--- src/rtl/lct_pkg.sv ---
// Shared definitions for the count-down timer: register addresses, mode codes
// and the divider decode. Assumes a 3-bit register address space.
package lct_pkg;
    localparam logic [2:0] A_CTRL  = 3'd0;
    localparam logic [2:0] A_DIV   = 3'd1;
    localparam logic [2:0] A_START = 3'd2;
    localparam logic [2:0] A_RUN   = 3'd3;
    localparam logic [2:0] A_DLINE = 3'd4;

    localparam logic [1:0] M_ONESHOT  = 2'b00;
    localparam logic [1:0] M_PERIODIC = 2'b01;
    localparam logic [1:0] M_DEADLINE = 2'b10;

    // Maps the divider code to log2 of the division ratio; code 7 means divide by 1.
    function automatic logic [2:0] div_shift(input logic [3:0] cfg);
        logic [2:0] sel;
        sel = {cfg[3], cfg[1:0]};
        return (sel == 3'd7) ? 3'd0 : sel + 3'd1;
    endfunction
endpackage

--- src/rtl/lct_prescaler.sv ---
// Clock prescaler: emits one tick every 2^shift clocks.
// Assumes shift <= LOG2_MAX. A restart puts the phase back to zero.
module lct_prescaler #(
    parameter int LOG2_MAX = 7
) (
    input  logic       clk,
    input  logic       rst_n,
    input  logic       restart,
    input  logic [2:0] shift,
    output logic       tick
);
    localparam int PW = LOG2_MAX + 1;

    logic [PW-1:0] phase_q;
    logic [PW-1:0] limit;

    // Terminal phase value for the selected ratio.
    always_comb limit = (PW'(1) << shift) - PW'(1);

    assign tick = (phase_q == limit) && !restart;

    // Phase counter, wrapping at the terminal value.
    always_ff @(posedge clk) begin
        if (!rst_n || restart || tick) phase_q <= '0;
        else                           phase_q <= phase_q + PW'(1);
    end

    a_r2_phase_bounded: assert property (@(posedge clk) disable iff (!rst_n)
        phase_q <= limit |=> (phase_q <= $past(limit)) || $past(restart) || (shift != $past(shift)));
endmodule

--- src/rtl/lct_counter.sv ---
// Running count: loads on a start write, steps down on prescaler ticks while
// enabled, and on the step from one either reloads (periodic) or rests at zero.
// Assumes load and step never need to act in the same cycle (load wins).
module lct_counter #(
    parameter int CNT_W = 32
) (
    input  logic             clk,
    input  logic             rst_n,
    input  logic             load,
    input  logic [CNT_W-1:0] load_val,
    input  logic [CNT_W-1:0] reload_val,
    input  logic             run,
    input  logic             periodic,
    input  logic             tick,
    output logic [CNT_W-1:0] count,
    output logic             expire
);
    localparam logic [CNT_W-1:0] ONE = {{(CNT_W-1){1'b0}}, 1'b1};

    logic [CNT_W-1:0] cnt_q;

    assign expire = !load && run && tick && (cnt_q == ONE);
    assign count  = cnt_q;

    // Load, step down, reload or rest at zero.
    always_ff @(posedge clk) begin
        if (!rst_n)                           cnt_q <= '0;
        else if (load)                        cnt_q <= load_val;
        else if (expire)                      cnt_q <= periodic ? reload_val : '0;
        else if (run && tick && cnt_q != '0)  cnt_q <= cnt_q - ONE;
    end

    a_r7_zero_sticks: assert property (@(posedge clk) disable iff (!rst_n)
        (cnt_q == '0) && !load |=> cnt_q == '0);
    a_r5_reload: assert property (@(posedge clk) disable iff (!rst_n)
        expire && periodic |=> cnt_q == $past(reload_val));
    a_r4_oneshot_rest: assert property (@(posedge clk) disable iff (!rst_n)
        expire && !periodic |=> cnt_q == '0);
endmodule

--- src/rtl/lct_deadline.sv ---
// Deadline compare: holds an absolute deadline and fires once when enabled and
// the timestamp has reached it, then clears itself. Zero means disarmed.
module lct_deadline #(
    parameter int TS_W = 64
) (
    input  logic            clk,
    input  logic            rst_n,
    input  logic            wr,
    input  logic [TS_W-1:0] wdata,
    input  logic            en,
    input  logic [TS_W-1:0] ts,
    output logic [TS_W-1:0] dline,
    output logic            fire
);
    logic [TS_W-1:0] dl_q;

    assign fire  = en && !wr && (dl_q != '0) && (ts >= dl_q);
    assign dline = dl_q;

    // Deadline register: written by software, cleared when it fires.
    always_ff @(posedge clk) begin
        if (!rst_n)    dl_q <= '0;
        else if (wr)   dl_q <= wdata;
        else if (fire) dl_q <= '0;
    end

    a_r9_clear_after_fire: assert property (@(posedge clk) disable iff (!rst_n)
        fire |=> dl_q == '0);
endmodule

--- src/rtl/lvt_countdown_timer.sv ---
// Top of the count-down interrupt timer: register file, mode decode, pending
// request. Assumes a single-cycle write strobe and combinational reads.
module lvt_countdown_timer #(
    parameter int CNT_W    = 32,
    parameter int TS_W     = 64,
    parameter int VEC_W    = 8,
    parameter int LOG2_MAX = 7
) (
    input  logic            clk,
    input  logic            rst_n,
    input  logic            reg_wr,
    input  logic [2:0]      reg_addr,
    input  logic [TS_W-1:0] reg_wdata,
    output logic [TS_W-1:0] reg_rdata,
    input  logic [TS_W-1:0] timestamp,
    input  logic            irq_ack,
    output logic            irq_req,
    output logic [VEC_W-1:0] irq_vector
);
    import lct_pkg::*;

    localparam int MASK_BIT = 16;
    localparam int MODE_LSB = 17;

    logic [VEC_W-1:0] vec_q;
    logic             mask_q;
    logic [1:0]       mode_q;
    logic [3:0]       div_q;
    logic [CNT_W-1:0] start_q;
    logic             pend_q;

    logic             wr_ctrl, wr_div, wr_start, wr_dl;
    logic             tick, expire, dl_fire, fire;
    logic [CNT_W-1:0] run_cnt;
    logic [TS_W-1:0]  dl_val;

    assign wr_ctrl  = reg_wr && (reg_addr == A_CTRL);
    assign wr_div   = reg_wr && (reg_addr == A_DIV);
    assign wr_start = reg_wr && (reg_addr == A_START);
    assign wr_dl    = reg_wr && (reg_addr == A_DLINE);

    // Software-visible configuration registers.
    always_ff @(posedge clk) begin
        if (!rst_n) begin
            vec_q   <= '0;
            mask_q  <= 1'b0;
            mode_q  <= M_ONESHOT;
            div_q   <= '0;
            start_q <= '0;
        end else begin
            if (wr_ctrl) begin
                vec_q  <= reg_wdata[VEC_W-1:0];
                mask_q <= reg_wdata[MASK_BIT];
                mode_q <= reg_wdata[MODE_LSB+1:MODE_LSB];
            end
            if (wr_div)   div_q   <= reg_wdata[3:0];
            if (wr_start) start_q <= reg_wdata[CNT_W-1:0];
        end
    end

    lct_prescaler #(.LOG2_MAX(LOG2_MAX)) u_presc (
        .clk(clk), .rst_n(rst_n), .restart(wr_start || wr_div),
        .shift(div_shift(div_q)), .tick(tick)
    );

    lct_counter #(.CNT_W(CNT_W)) u_cnt (
        .clk(clk), .rst_n(rst_n), .load(wr_start),
        .load_val(reg_wdata[CNT_W-1:0]), .reload_val(start_q),
        .run(mode_q != M_DEADLINE), .periodic(mode_q == M_PERIODIC),
        .tick(tick), .count(run_cnt), .expire(expire)
    );

    lct_deadline #(.TS_W(TS_W)) u_dl (
        .clk(clk), .rst_n(rst_n), .wr(wr_dl), .wdata(reg_wdata),
        .en(mode_q == M_DEADLINE), .ts(timestamp), .dline(dl_val), .fire(dl_fire)
    );

    assign fire = (expire || dl_fire) && !mask_q;

    // Pending request: set by an unmasked event, cleared by acknowledge.
    always_ff @(posedge clk) begin
        if (!rst_n)       pend_q <= 1'b0;
        else if (fire)    pend_q <= 1'b1;
        else if (irq_ack) pend_q <= 1'b0;
    end

    assign irq_req    = pend_q;
    assign irq_vector = vec_q;

    // Read multiplexer.
    always_comb begin
        reg_rdata = '0;
        case (reg_addr)
            A_CTRL: begin
                reg_rdata[VEC_W-1:0]             = vec_q;
                reg_rdata[MASK_BIT]              = mask_q;
                reg_rdata[MODE_LSB+1:MODE_LSB]   = mode_q;
            end
            A_DIV:   reg_rdata[3:0]       = div_q;
            A_START: reg_rdata[CNT_W-1:0] = start_q;
            A_RUN:   reg_rdata[CNT_W-1:0] = run_cnt;
            A_DLINE: reg_rdata            = dl_val;
            default: reg_rdata = '0;
        endcase
    end

    a_r10_ack_clears: assert property (@(posedge clk) disable iff (!rst_n)
        irq_ack && !fire |=> !irq_req);
    a_r10_holds: assert property (@(posedge clk) disable iff (!rst_n)
        irq_req && !irq_ack |=> irq_req);
    a_r6_ctrl_keeps_start: assert property (@(posedge clk) disable iff (!rst_n)
        wr_ctrl |=> $stable(start_q));
    a_r10_mask_blocks: assert property (@(posedge clk) disable iff (!rst_n)
        !irq_req && mask_q && !wr_ctrl |=> !irq_req);
endmodule

--- config.mk ---
export PLATFORM = sky130hd
export DESIGN_NAME = lvt_countdown_timer
export DESIGN_NICKNAME = d
export VERILOG_FILES = /design/src/rtl/lct_pkg.sv /design/src/rtl/lct_prescaler.sv /design/src/rtl/lct_counter.sv /design/src/rtl/lct_deadline.sv /design/src/rtl/lvt_countdown_timer.sv
export SDC_FILE = /design/constraint.sdc
export NUM_CORES = 1
export LEC_CHECK = 0
export ABC_AREA = 1
export BUFFER_PORTS_ARGS = -buffer_cell sky130_fd_sc_hd__buf_4
export CAP_MARGIN = 20
export CORE_UTILIZATION = 62
export CTS_CLUSTER_DIAMETER = 30
export DETAILED_ROUTE_END_ITERATION = 6
export PLACE_DENSITY_LB_ADDON = 0.12
export SETUP_SLACK_MARGIN = 0.05
export SYNTH_ARGS = -nofsm -noshare
export SYNTH_HDL_FRONTEND = slang
export SYNTH_HIERARCHICAL = 1
export SYNTH_SLANG_ARGS = --single-unit
--- constraint.sdc ---
create_clock -name clk -period 4 [get_ports clk]
set_input_delay 0.2 -clock clk [delete_from_list [all_inputs] [get_ports clk]]
set_output_delay 0.2 -clock clk [all_outputs]
set_load 0.01 [all_outputs]
* After elaboration in Yosys (flattened, before gate mapping) *
Index checks and enable logic that the tools add are counted.

word-level totals
  bits in writable memories = 0
  memories = 0
  bits in latches = 0
  register bits = 152
  word-level logic and storage cells = 69
  bits in read-only memories = 0

operators by class
  bitwise gates (word level) = 0
  order comparisons = 1
  shifts and indexed selects = 1
  $mul = 0
  equality and inequality tests = 10
  add/sub/neg operators = 4
  multiplexer cells = 15
  reduce and logical (&&, ||, !) cells = 29
  divide/modulo/power cells = 0

operators with widths
  kind                                                 count
  2-to-1 mux 32 bit                                    5
  2-to-1 mux 64 bit                                    2
  >= comparator 64 bit                                 1
  nonzero test 64 bit                                  1
  one-hot mux 13 bit (3 select lines)                  1
  == test 32 x 1 -> 1 bit (second input constant)      1
  nonzero test 32 bit                                  1
  subtractor 32 x 1 -> 32 bit (second input constant)  1
  one-hot mux 8 bit (3 select lines)                   1
  one-hot mux 4 bit (5 select lines)                   1
  one-hot mux 4 bit (4 select lines)                   1
  logical AND 1 bit                                    14
  one-hot mux 3 bit (4 select lines)                   1
  adder 8 x 1 -> 8 bit (second input constant)         1
  == test 8 bit                                        1
  left shift 1 x 3 -> 8 bit (first input constant)     1
  subtractor 8 x 2 -> 8 bit (second input constant)    1
  == test 3 x 2 -> 1 bit (second input constant)       2
  == test 3 bit (second input constant)                2
  zero test 1 bit                                      5
  logical OR 1 bit                                     4
  nonzero test 2 bit                                   2
  adder 3 x 1 -> 3 bit (second input constant)         1
  == test 3 x 1 -> 1 bit (second input constant)       1
  7 further kinds                                      8

* Logic depth before layout (Yosys ltp) *
  word-level depth = 11
  depth in mapped cells = 22
  mapped depth without buffers = 20

* Hierarchy *
Netlist, hierarchy kept.

by module, submodules not included
  module               instances  area an instance (um^2)  seq. area each (um^2)  cells each
  lct_deadline         1          4673.2                   1281.2                 597
  lvt_countdown_timer  1          3251.9                   960.9                  554
  lct_counter          1          2966.6                   640.6                  499
  lct_prescaler        1          505.5                    160.2                  80

* Least setup slack after synthesis *
OpenSTA, ideal clock, no wires.

  kind = reg2reg
  from = reg div_q[0]
  to = reg u_cnt.cnt_q[26], in the netlist u_cnt/count[26]
  setup time = 0.118 ns
  period minus slack after synthesis = 2.537 ns
  arrival time = 2.419 ns
  buffers on the path = 1
  setup slack = 1.463 ns
  data required time = 3.882 ns
  stages on the path, launching flop included = 20
  cell sequence = dfxtp_1 ha_1 ha_1 nor2_1 nand2_1 nand2_1 nand2_1 nor2_2 nand3_2 inv_1 nand2_1 nor2_1 nand3_1 nor2_4 nand2_4 buf_6 nand3_1 nand3_1 nand2_1 a21oi_1

between the ends
  cells in the longest elaborated chain, start to end = 10

RTL lines
  what                                                          line                       source
  start: declaration                                            lvt_countdown_timer.sv:28  logic [3:0] div_q;
  start signal: assignment                                      lvt_countdown_timer.sv:56  if (wr_div) div_q <= reg_wdata[3:0];
  adder 3 x 1 -> 3 bit / == test 3 bit (equally long branches)  lct_pkg.sv:18              return (sel == 3'd7) ? 3'd0 : sel + 3'd1;
  2-to-1 mux 3 bit (*)                                          lct_pkg.sv:18
  left shift 1 x 3 -> 8 bit (*)                                 lct_prescaler.sv:18        always_comb limit = (PW'(1) << shift) - PW'(1);
  subtractor 8 x 2 -> 8 bit (*)                                 lct_prescaler.sv:18
  == test 8 bit (*)                                             lct_prescaler.sv:20        assign tick = (phase_q == limit) && !restart;
  logical AND 1 bit (*)                                         lct_prescaler.sv:20
  via tick                                                      lvt_countdown_timer.sv:33  logic tick, expire, dl_fire, fire;
  logical AND 1 bit (2 in series)                               lct_counter.sv:22          assign expire = !load && run && tick && (cnt_q == ONE);
  2-to-1 mux 32 bit                                             lct_counter.sv:29          else if (expire) cnt_q <= periodic ? reload_val : '0;
  2-to-1 mux 32 bit                                             lct_counter.sv:28          else if (load) cnt_q <= load_val;
  end signal: assignment                                        lct_counter.sv:28
  end signal: assignment                                        lct_counter.sv:29
  end signal: assignment                                        lct_counter.sv:30          else if (run && tick && cnt_q != '0) cnt_q <= cnt_q - ONE;
  end: declaration                                              lct_counter.sv:20          logic [CNT_W-1:0] cnt_q;

Mark *: on every way through the listed nets, which the timed path passes. The rest lies on a longest branch.
A chain may end at the register's enable or synchronous reset.

* Final worst setup path *
  from = reg div_q[0]
  to = reg u_cnt.cnt_q[25], in the netlist u_cnt/count[25]

Same word-level chain as after synthesis.

==> results <==
- The multi-input combinational cells in the finished layout cover a total of 6990 µm².
- During placement, the flow inserted port buffers numbering 207.
- For this run, design rule violations remaining after detail routing come to 0.
- Counting the fill cells in the layout gives 1452.
- Setup repair after global routing left no endpoint under its margin.
- Data arrives at the worst endpoint at 3.55 ns.
- The clock period minus final worst setup slack is 3.18 ns.
- Of the synthesized area, sequential elements account for 0.267.
- Along the worst hold path, the cell count comes to 4.
- Max-cap violations in this run came to 0.
- The number of hold violations in the final report is 0.
- The slack of the worst reg-to-reg path is 0.82 ns.
- The count of vias placed by the detailed router is 12.2k.
- The height of the die is 138 µm.
- In the global route stage, met2 resource usage came out at 0.619.
- The largest net degree at the start of global routing is 66.
- The required time at the worst-slack endpoint is 4.37 ns.
- The total congestion overflow is 0.
- In this run the critical register-to-register path is captured at u_cnt/count[25].
- In this run, post-CTS hold repair placed 0 buffers.
- Of the cells placed in the final design, the portion with a size suffix greater than 1 is 0.223.
- The count of unique library cells instantiated by Yosys is 38.
- Of the total power, the clock network draws 0.334.
- The clock tree synthesis step divided the H-tree into 4 levels.
- The launching element type of the critical path is a register.
- The number of setup violations in the final report is 0.
- Of all nets on the critical path, the largest fanout is 21.
- The net count of the finished layout is 2089.
- The tightest min-delay check is of the in2reg type.
- The critical setup path kind is reg2reg.
- When the netlist entered floorplanning its net count stood at 1934.
- The number of core rows is 49.
- The full die area is 18900 µm².
- The clock-pin transition on the worst setup and hold timing paths is 0.06 ns.
- Across every metal layer, demand over resource in global routing totals 0.384.
- The x dimension of the die is 138 µm.
- Summed over all cells, the static leakage comes to 5.99 nW.
- The synthesis-to-layout area growth is 17.7%.
- The power density of the placed cells is 375 nW/µm².
- In this design, the stage delay of the slowest critical-path cell is 0.35 ns.
- Hold is met by 0.0173 ns.
- The share of power burned in combinational logic is 0.319.
- Of the total power, the share spent switching nets is 0.363.
- The flow ran to the end, and the final reports show no timing, DRC or antenna violations.
- After the flow finishes, the layout carries non-filler instances totaling 2125.
- The number of cell instances on the worst register-to-register path is 18.
- The via count of the first global-routing pass came to 11.0k.
- Using the TritonRoute via totals, the vias-per-cell ratio works out to 5.76.
- The cell area after placement is 12800 µm².
- The global-route track usage on met3 is 0.0876.
- The total of flip-flops plus latches after synthesis is 152.
- The setup fix buffers added after clock tree synthesis is 0.
- The signal on the critical path passes through ha_1, ha_1, nor2_1, nor2_1, nor2_1, nand2_1, nor2_2, nand3_2, inv_1, nand2_1, inv_1, nand4_1, nor2_2, nand2_4, nand3_2, buf_4, o21ai_0, a21oi_1.
- Of the total power, registers draw 0.347.
- For this run, the top clock speed supported by timing is 0.314 GHz.
- The maximum vdd drop is 318 µV.
- The launch point of the critical path is div_q[0].
- The end point of the worst hold path is irq_req.
- The number of buffers between clock root and the deepest sink is 2.
- The worst reg2reg path startpoint is div_q[0].
- The worst setup path is captured at a register.
- The number of sinks driven by the clock tree is 152.
- The area of all placed cells without fillers is 13400 µm².
- The total clock buffers created by CTS is 17.
- Dividing the final minimum period by the clock period gives 0.795.
- The first global-routing pass estimated 56200 µm of wire.
- The CTS tree is yes.
- The tightest slew margin relative to the limit is 0.339.
- The global routing stage identified its most utilized layer as met2.
- The sum of routed wire length over all layers is 36900 µm.
- The slowest library cell on the worst path is sky130_fd_sc_hd__dfxtp_1.
- Across the whole layout, storage elements account for 3040 µm².
- The number of antenna repair diodes is 0.
- The first routing iteration left 1242 violations.
- The analysis attributes to net switching a power of 0.00183 W.
- The number of antenna violations at the first check in global routing came to 0.
- At the pin with the least slew margin, the transition time is 0.991 ns.
- Summing every instance area after synthesis gives 11400 µm².
- The average routed wire per standard cell is 17.4 µm.
- The number of placed instances, taps included, is 2095.
- The final weighted congestion in routability-driven placement is 0.971.
- Adding up every negative setup slack in the final design gives 0 ns.
- Yosys printed 6 warnings.
- The clock tree root buffer cell is sky130_fd_sc_hd__clkbuf_16.
- In the global route stage, met1 resource usage came out at 0.504.
- The dominant cell type by count on the critical path is sky130_fd_sc_hd__nor2_1.
- The count of nets left with antenna violations once routing finished came out at 0.
- The number of gates resized after CTS was 0.
- The synthesized area per cell is 6.59 µm².
- The I/O pin count is 208.
- The HPWL after detailed placement is 26400 µm.
- The max-slew violation count is 0.
- The startpoint identified for the worst hold timing path is irq_ack.
- The number of detailed-routing iterations run before antenna repair is 6.
- The internal power of the cells totals 0.00321 W.
- The post-synthesis cell count is 1730.
- Between clock sinks in the finished design, the worst skew comes to 0.0116 ns.
- For this configuration, the core starts out at a cell density of 0.634.
- The clock latency on the worst-skew pair is 0.44 ns.
- The placeable core region is 18000 µm².
## cell type report
cell class                      instances  share of cell area
Tap cell                              229              0.0214
Inverter                              218              0.0612
Multi-Input combinational cell       1272               0.521
Sequential cell                       152               0.227
Clock buffer                           23              0.0356
Clock inverter                          7             0.00886
Timing Repair Buffer                  224               0.125
## cell usage in the layout (no fill, tap or decap), types with 4 or more instances in the layout
| cell | n |
|---|---|
| sky130_fd_sc_hd__nand3_2 | 53 |
| sky130_fd_sc_hd__nor4_1 | 7 |
| sky130_fd_sc_hd__nor2_8 | 5 |
| sky130_fd_sc_hd__nor2_4 | 10 |
| sky130_fd_sc_hd__inv_1 | 198 |
| sky130_fd_sc_hd__a21oi_2 | 50 |
| sky130_fd_sc_hd__a21oi_1 | 111 |
| sky130_fd_sc_hd__nor2_2 | 12 |
| sky130_fd_sc_hd__nand2_4 | 7 |
| sky130_fd_sc_hd__nand4_1 | 77 |
| sky130_fd_sc_hd__nor3_1 | 9 |
| sky130_fd_sc_hd__o21ai_0 | 25 |
| sky130_fd_sc_hd__xor2_1 | 10 |
| sky130_fd_sc_hd__dfxtp_1 | 152 |
| sky130_fd_sc_hd__nand3_1 | 126 |
| sky130_fd_sc_hd__xnor2_1 | 8 |
| sky130_fd_sc_hd__or2_2 | 4 |
| sky130_fd_sc_hd__ha_1 | 69 |
| sky130_fd_sc_hd__o21ai_1 | 24 |
| sky130_fd_sc_hd__nand2_2 | 8 |
| sky130_fd_sc_hd__nor2_1 | 208 |
| sky130_fd_sc_hd__inv_2 | 18 |
| sky130_fd_sc_hd__clkbuf_16 | 17 |
| sky130_fd_sc_hd__nand2_1 | 431 |
| sky130_fd_sc_hd__buf_4 | 224 |
| sky130_fd_sc_hd__o211ai_1 | 6 |
## worst max-delay path, delay by kind of cell (launching register included)
family | cells | cell delay (ns)
simple gates | 11 | 1.37
fa+ha+maj | 2 | 0.56
buf+inv | 3 | 0.53
flops | 1 | 0.35
compound gates | 2 | 0.30
## cells in the mapped netlist, drive strengths merged
cell    number  area [µm²]
o21a         2        15.0
a21o         3        22.5
ha          69         863
nor4         7        43.8
nand3      181        1200
dfxtp      152        3040
o21bai       3        22.5
nand2      446        1740
xor2        10        87.6
a21oi      161         993
or2          4        25.0
nor2       235        1060
clkinv       1        3.75
buf         63         462
o21ai       50         254
clkbuf      25        93.8
xnor2        8        70.1
nand4       77         482
o211ai       6        45.0
inv        217         817
nor3        10        55.1
## through the flow
stage | setup slack [ns] | utilization | total power [W]
floorplan | 1.46 | - | 0.00288
global placement | 1.04 | 0.714 | 0.00330
detailed placement | 0.925 | 0.714 | 0.00333
CTS | 0.909 | 0.747 | 0.00498
global route | 0.618 | 0.747 | 0.00526
finish | 0.820 | 0.747 | 0.00504
## logic make-up after synthesis
family / synth area share
DFF: 0.267
xor gates and xnor gates: 0.0138
and+or+nand+nor: 0.404
AOI/OAI and AO/OA: 0.119
buffers and inverters: 0.121
adders and majority gates: 0.0757
## flip-flops by register name, indices dropped and copies added (netlist names)
register / cells
div_q: 4
irq_req: 1
irq_vector: 8
mask_q: 1
mode_q: 2
start_q: 32
u_cnt/count: 32
u_dl/dline: 64
u_presc/phase_q: 8
## worst max path at each step
| stage | cells after the start | endpoint |
|---|---|---|
| after floorplan | 19 | u_cnt/count[26] |
| after global placement | 18 | u_cnt/count[25] |
| after detailed placement | 18 | u_cnt/count[25] |
| after CTS | 18 | u_cnt/count[25] |
| after global routing | 18 | u_cnt/count[25] |
| final | 18 | u_cnt/count[25] |
## power by group through the flow
stage                     logic (W)  clock network [W]  registers [W]
final                       0.00160            0.00168        0.00175
after global routing        0.00177            0.00174        0.00176
after CTS                   0.00157            0.00167        0.00174
after detailed placement    0.00155                  0        0.00178
after global placement      0.00153                  0        0.00177
after floorplan             0.00115                  0        0.00173
## per-layer routing
layer	up-vias	wire length (µm)	share of wire
met5	-	0	0
met4	0	951	0.026
met3	89	3870	0.10
met2	684	16800	0.46
met1	5554	15300	0.41
li1	5903	-	-
No activity file was read; power rests on OpenSTA's default activity.
